**config.mk**
```make
export PLATFORM = sky130hd
export DESIGN_NAME = baud_probe
export DESIGN_NICKNAME = d
export VERILOG_FILES = /design/src/rtl/bprobe_pkg.sv /design/src/rtl/bprobe_sync.sv /design/src/rtl/bprobe_filter.sv /design/src/rtl/bprobe_track.sv /design/src/rtl/baud_probe.sv
export SDC_FILE = /design/constraint.sdc
export NUM_CORES = 1
export LEC_CHECK = 0
export BUFFER_PORTS_ARGS = -buffer_cell sky130_fd_sc_hd__buf_2
export CAP_MARGIN = 0
export CORE_AREA = 2 2 118 120
export DETAILED_ROUTE_END_ITERATION = 6
export DIE_AREA = 0 0 120 122
export MAX_ROUTING_LAYER = met4
export PLACE_DENSITY = 0.61
export SETUP_SLACK_MARGIN = 0.02
export SYNTH_ARGS = -nofsm -noshare
export SYNTH_HDL_FRONTEND = slang
export SYNTH_SLANG_ARGS = --single-unit
```
**constraint.sdc**
```tcl
create_clock -name clk -period 3 [get_ports clk]
set_input_delay 0.6 -clock clk [delete_from_list [all_inputs] [get_ports clk]]
set_output_delay 0.6 -clock clk [all_outputs]
set_load 0.005 [all_outputs]
```
**src/rtl/bprobe_pkg.sv**
```systemverilog
package bprobe_pkg;

    localparam int CNT_W_DEF    = 20;
    localparam int EDGE_W_DEF   = 10;
    localparam int GLITCH_W_DEF = 8;
    localparam int SYNC_DEPTH   = 2;

    typedef enum logic {
        LVL_LOW  = 1'b0,
        LVL_HIGH = 1'b1
    } level_e;

    // One accepted line change, with the level of the interval it closes
    typedef struct packed {
        logic   fire;
        level_e closed;
    } edge_evt_t;

    localparam edge_evt_t EVT_NONE = '{fire: 1'b0, closed: LVL_HIGH};

endpackage

```
**src/rtl/bprobe_sync.sv**
```systemverilog
module bprobe_sync #(
    parameter int DEPTH = 2
) (
    input  logic clk,
    input  logic rst,
    input  logic d_i,
    output logic q_o
);
    logic [DEPTH-1:0] chain_q;

    always_ff @(posedge clk) begin
        if (rst) begin
            chain_q <= '1;
        end else begin
            chain_q <= {chain_q[DEPTH-2:0], d_i};
        end
    end

    assign q_o = chain_q[DEPTH-1];
endmodule

```
**src/rtl/bprobe_filter.sv**
```systemverilog
module bprobe_filter
    import bprobe_pkg::*;
#(
    parameter int GW = 8
) (
    input  logic          clk,
    input  logic          rst,
    input  logic          arm_i,
    input  logic          rx_s_i,
    input  logic [GW-1:0] gw_i,
    output edge_evt_t     evt_o
);
    logic          lvl_q;
    logic [GW-1:0] dev_q;
    logic [GW:0]   run_nx;
    logic          differ;
    logic          take;

    assign differ = (rx_s_i != lvl_q);
    assign run_nx = {1'b0, dev_q} + 1'b1;
    assign take   = differ && (run_nx >= {1'b0, gw_i});

    always_ff @(posedge clk) begin
        if (rst) begin
            lvl_q <= 1'b1;
            dev_q <= '0;
            evt_o <= EVT_NONE;
        end else if (!arm_i) begin
            lvl_q <= rx_s_i;
            dev_q <= '0;
            evt_o <= EVT_NONE;
        end else begin
            evt_o.fire   <= take;
            evt_o.closed <= level_e'(lvl_q);
            if (!differ) begin
                dev_q <= '0;
            end else if (take) begin
                lvl_q <= ~lvl_q;
                dev_q <= '0;
            end else begin
                dev_q <= run_nx[GW-1:0];
            end
        end
    end
endmodule

```
**src/rtl/bprobe_track.sv**
```systemverilog
module bprobe_track
    import bprobe_pkg::*;
#(
    parameter int CW = 20,
    parameter int EW = 10
) (
    input  logic          clk,
    input  logic          rst,
    input  logic          start_i,
    input  logic          run_i,
    input  edge_evt_t     evt_i,
    output logic [CW-1:0] low_min_o,
    output logic [CW-1:0] high_max_o,
    output logic [EW-1:0] edge_cnt_o
);
    localparam logic [CW-1:0] CMAX = {CW{1'b1}};
    localparam logic [EW-1:0] EMAX = {EW{1'b1}};

    logic [CW-1:0] width_q;
    logic [CW-1:0] width_inc;
    logic          open_q;

    assign width_inc = (width_q == CMAX) ? width_q : width_q + 1'b1;

    always_ff @(posedge clk) begin
        if (rst || start_i) begin
            width_q    <= '0;
            open_q     <= 1'b0;
            low_min_o  <= CMAX;
            high_max_o <= '0;
            edge_cnt_o <= '0;
        end else if (run_i) begin
            if (evt_i.fire) begin
                width_q <= {{(CW-1){1'b0}}, 1'b1};
                open_q  <= 1'b1;
                if (edge_cnt_o != EMAX) begin
                    edge_cnt_o <= edge_cnt_o + 1'b1;
                end
                if (open_q) begin
                    if (evt_i.closed == LVL_LOW && width_q < low_min_o) begin
                        low_min_o <= width_q;
                    end
                    if (evt_i.closed == LVL_HIGH && width_q > high_max_o) begin
                        high_max_o <= width_q;
                    end
                end
            end else begin
                width_q <= width_inc;
            end
        end
    end
endmodule

```
**src/rtl/baud_probe.sv**
```systemverilog
module baud_probe
    import bprobe_pkg::*;
#(
    parameter int CNT_W    = CNT_W_DEF,
    parameter int EDGE_W   = EDGE_W_DEF,
    parameter int GLITCH_W = GLITCH_W_DEF
) (
    input  logic                clk,
    input  logic                rst,
    input  logic                rx_i,
    input  logic                en_i,
    input  logic [GLITCH_W-1:0] glitch_w_i,
    output logic [CNT_W-1:0]    low_min_o,
    output logic [CNT_W-1:0]    high_max_o,
    output logic [EDGE_W-1:0]   edge_cnt_o
);
    logic      en_d;
    logic      start;
    logic      rx_s;
    edge_evt_t evt;

    always_ff @(posedge clk) begin
        if (rst) begin
            en_d <= 1'b0;
        end else begin
            en_d <= en_i;
        end
    end

    assign start = en_i & ~en_d;

    bprobe_sync #(.DEPTH(SYNC_DEPTH)) u_sync (
        .clk (clk),
        .rst (rst),
        .d_i (rx_i),
        .q_o (rx_s)
    );

    bprobe_filter #(.GW(GLITCH_W)) u_filt (
        .clk    (clk),
        .rst    (rst),
        .arm_i  (en_i & ~start),
        .rx_s_i (rx_s),
        .gw_i   (glitch_w_i),
        .evt_o  (evt)
    );

    bprobe_track #(.CW(CNT_W), .EW(EDGE_W)) u_track (
        .clk        (clk),
        .rst        (rst),
        .start_i    (start),
        .run_i      (en_i),
        .evt_i      (evt),
        .low_min_o  (low_min_o),
        .high_max_o (high_max_o),
        .edge_cnt_o (edge_cnt_o)
    );
endmodule

```
==> qor.json <==
{
  "synth_async_sr_flop_share_pct": 0,
  "pwr_density_cell_nw_per_um2": 437,
  "cts-htree-levels": 3,
  "crit_path_max_fanout": 11,
  "synth.yosys.warnings": 0,
  "place_inst": 763,
  "run_status": "completed",
  "internal_power_mw": 1.90,
  "netSwitchingFraction_pct": 20.4,
  "worst_hold_path_type": "reg -> reg",
  "pre_antenna_drt_iters": 4,
  "ys_dominant_reg_cell": "sky130_fd_sc_hd__dfxtp_1",
  "wl_um": 11200,
  "initial_utilization_pct": 33.7,
  "initialDrtViolationCount": 178,
  "final_layout_size_suffix_gt1_share_pct": 21.5,
  "cts-resized-gates": 0,
  "clockBufferDepth": 2,
  "crit_path_start_kind": "flip-flop",
  "design.core.area_um2": 13500,
  "synth_common_cells": "sky130_fd_sc_hd__dfxtp_1 (85), sky130_fd_sc_hd__nand3_1 (57), sky130_fd_sc_hd__ha_1 (50), sky130_fd_sc_hd__inv_1 (50), sky130_fd_sc_hd__nor2_1 (42)",
  "floorplan.die_area_um2": 14600,
  "routed_vias": 3929,
  "static-leakage-power_nw": 2.47,
  "synth-seq-area-share_pct": 37.4,
  "floorplan.die.height_um": 122,
  "drc_errors": 0,
  "post_layout_nonfiller_instances": 779,
  "timing.max_slew.rel_slack_pct": 47.1,
  "clkTransAtPathRegs_ps": 60,
  "grt_start_max_net_pins": 28,
  "clkPwrFrac_pct": 49.6,
  "postCtsHoldBufs": 0,
  "synth_largest_type_area_fraction_pct": 37.4,
  "final_min_period_ps": 2760,
  "yosysMostFrequentCell": "sky130_fd_sc_hd__dfxtp_1",
  "synth-edff-count": 0,
  "area_growth_pct": 20.1,
  "cts_tree": "done",
  "num_rows": 43,
  "globalRouteOverflowTotal": 0,
  "share_comb_of_total_power_pct": 2.8,
  "max_freq_mhz": 362,
  "insertedDiodeCount": 0,
  "cts_num_sinks": 85,
  "final.period_utilization_pct": 92.0,
  "netSwitchingPower_uw": 487,
  "vias_per_cell": 5.04,
  "post-synth-top-area-cell": "sky130_fd_sc_hd__dfxtp_1",
  "finalHoldWorstSlack_ps": 407,
  "synth_cells": 524,
  "synthesis.nets": 586,
  "avgSynthCellArea_um2": 8.69,
  "rsz0062_at_grt": "no",
  "maxCapViolCount": 0,
  "final_antenna_violating_net_count": 0,
  "synth.distinct_cells": 51,
  "data_required_time_of_the_critical_path_ps": 3230,
  "clock_skew_ps": 6.75,
  "syn_area_um2": 4560,
  "gp_congestion": 0.877,
  "finalSetupViolCount": 0,
  "postCtsSetupRepairBufs": 0,
  "final_nets": 657,
  "ys_ff_latch": 85,
  "total_neg_setup_slack_ps": 0,
  "timing.final.hold_violations": 0,
  "tightest_slew_ps": 787,
  "postLayoutCoreUtil_pct": 40.5,
  "cts_buffers": 9,
  "grt_antenna_before_repair": 0,
  "wire_length_per_cell_after_detailed_routing_um": 14.3,
  "clk_root_buffer_cell": "sky130_fd_sc_hd__clkbuf_16",
  "port-buffer-count": 61,
  "ioPinCount": 62,
  "first_pass_grt_wire_length_um": 19000,
  "die_w_um": 120,
  "place.detailed.hpwl_um": 8310,
  "setup.worst_path.end_class": "flip-flop",
  "global_routing_usage_summed_across_all_routing_layers_pct": 16.8,
  "yosys-top-cells-area": "sky130_fd_sc_hd__dfxtp_1 (37%), sky130_fd_sc_hd__ha_1 (14%), sky130_fd_sc_hd__nand3_1 (6.3%)",
  "data_arrival_time_at_the_worst_slack_endpoint_ps": 2990,
  "grt_pass1_vias": 4048,
  "max_slew_violations": 0,
  "vdd_ir_drop_max_mv": 0.260,
  "critPathKind": "reg -> reg",
  "clk_latency_ps": 350,
  "share_seq_of_total_power_pct": 47.5
}
==> final timing paths <==
| check | from | endpoint | slack, ps | cells past startpoint |
|---|---|---|---|---|
| min reg2reg | u_sync.chain_q[0] | u_sync.chain_q[1] | 410 | 1 |
| min | u_sync.chain_q[0] | u_sync.chain_q[1] | 410 | 1 |
| max reg2reg | u_filt.dev_q[0] | u_filt.lvl_q | 240 | 10 |
| max | u_filt.dev_q[0] | u_filt.lvl_q | 240 | 10 |
==> through the flow <==
step	setup WS (ps)	instance area (um2)	power [mW]
finish	239	5470	2.39
CTS	146	5450	2.42
global route	30.3	5470	2.48
floorplan	545	4560	1.20
global placement	227	5140	1.22
detailed placement	139	5140	1.22
==> flip-flops by register name (all words and copies together), names as in the netlist <==
name and flops:
u_sync.chain_q 2, u_track.open_q 1, u_track.high_max_o 20, en_d 1
u_filt.dev_q 8, u_track.edge_cnt_o 10, u_track.width_q 20, u_filt.evt_o 2
u_track.low_min_o 20, u_filt.lvl_q 1
==> logic make-up (layout without fill, tap and decap cells) <==
group / after synthesis / after routing / share of synthesized area (%)
DFF: 85 / 85 / 37.4
buffers and inverters: 74 / 149 / 6.70
AOI/OAI and AO/OA: 94 / 94 / 15.0
muxes: 2 / 2 / 0.439
xor gates and xnor gates: 28 / 28 / 5.38
adders and majority gates: 50 / 50 / 13.7
and+or+nand+nor: 191 / 191 / 21.4
==> power groups by stage <==
stage          sequential (mW)  clock, mW  combinational (mW)
6_report                  1.14       1.19              0.0672
5_1_grt                   1.14       1.27              0.0742
4_1_cts                   1.14       1.22              0.0634
3_5_place_dp              1.16          0              0.0635
3_3_place_gp              1.16          0              0.0617
2_1_floorplan             1.16          0              0.0435
==> critical path, stage by stage, from the launching register on <==
cell and delay (ps):
sky130_fd_sc_hd__dfxtp_1 400, sky130_fd_sc_hd__ha_1 210, sky130_fd_sc_hd__nand3_1 120, sky130_fd_sc_hd__nor2_1 200
sky130_fd_sc_hd__xor2_1 220, sky130_fd_sc_hd__ha_1 280, sky130_fd_sc_hd__a21o_1 170, sky130_fd_sc_hd__a221oi_1 300
sky130_fd_sc_hd__o31a_1 420, sky130_fd_sc_hd__nor4b_1 280, sky130_fd_sc_hd__nor2_1 60
==> cell type report <==
class	count	area [um2]
clock buffers	11	243
clock inverters	4	72.6
fillers	1366	8030
inverters	50	188
multi-input cells	365	2550
flip-flops and latches	85	1700
well taps	180	225
repair buffers	84	490
==> cell usage in the layout (no fill, tap or decap), drive strengths merged, types with 2 or more instances in the layout <==
cell,n
and2,2
or2,3
nor3b,3
and3,10
a31o,2
nand2b,5
nand2,24
mux2i,2
xnor2,15
o2111ai,2
a311oi,2
and4,2
a22o,19
dfxtp,85
nand3,57
a211oi,5
nor4,3
o31a,2
nand4,13
nor4b,4
inv,50
nor2,42
a21o,5
o21ai,30
o211ai,3
nor3,13
a21oi,15
bufinv,2
xor2,13
clkbuf,11
o31ai,2
buf,84
ha,50
a221oi,2
nor2b,3
or3,6
==> routing by layer <==
metal	vias up	track usage (%)	wire [um]
met3	17	4.17	483
met5	-	-	0
li1	1996	-	-
met4	0	6.84	215
met2	68	28.5	5410
met1	1848	18.9	5050
(Power assumes the default switching activity.)
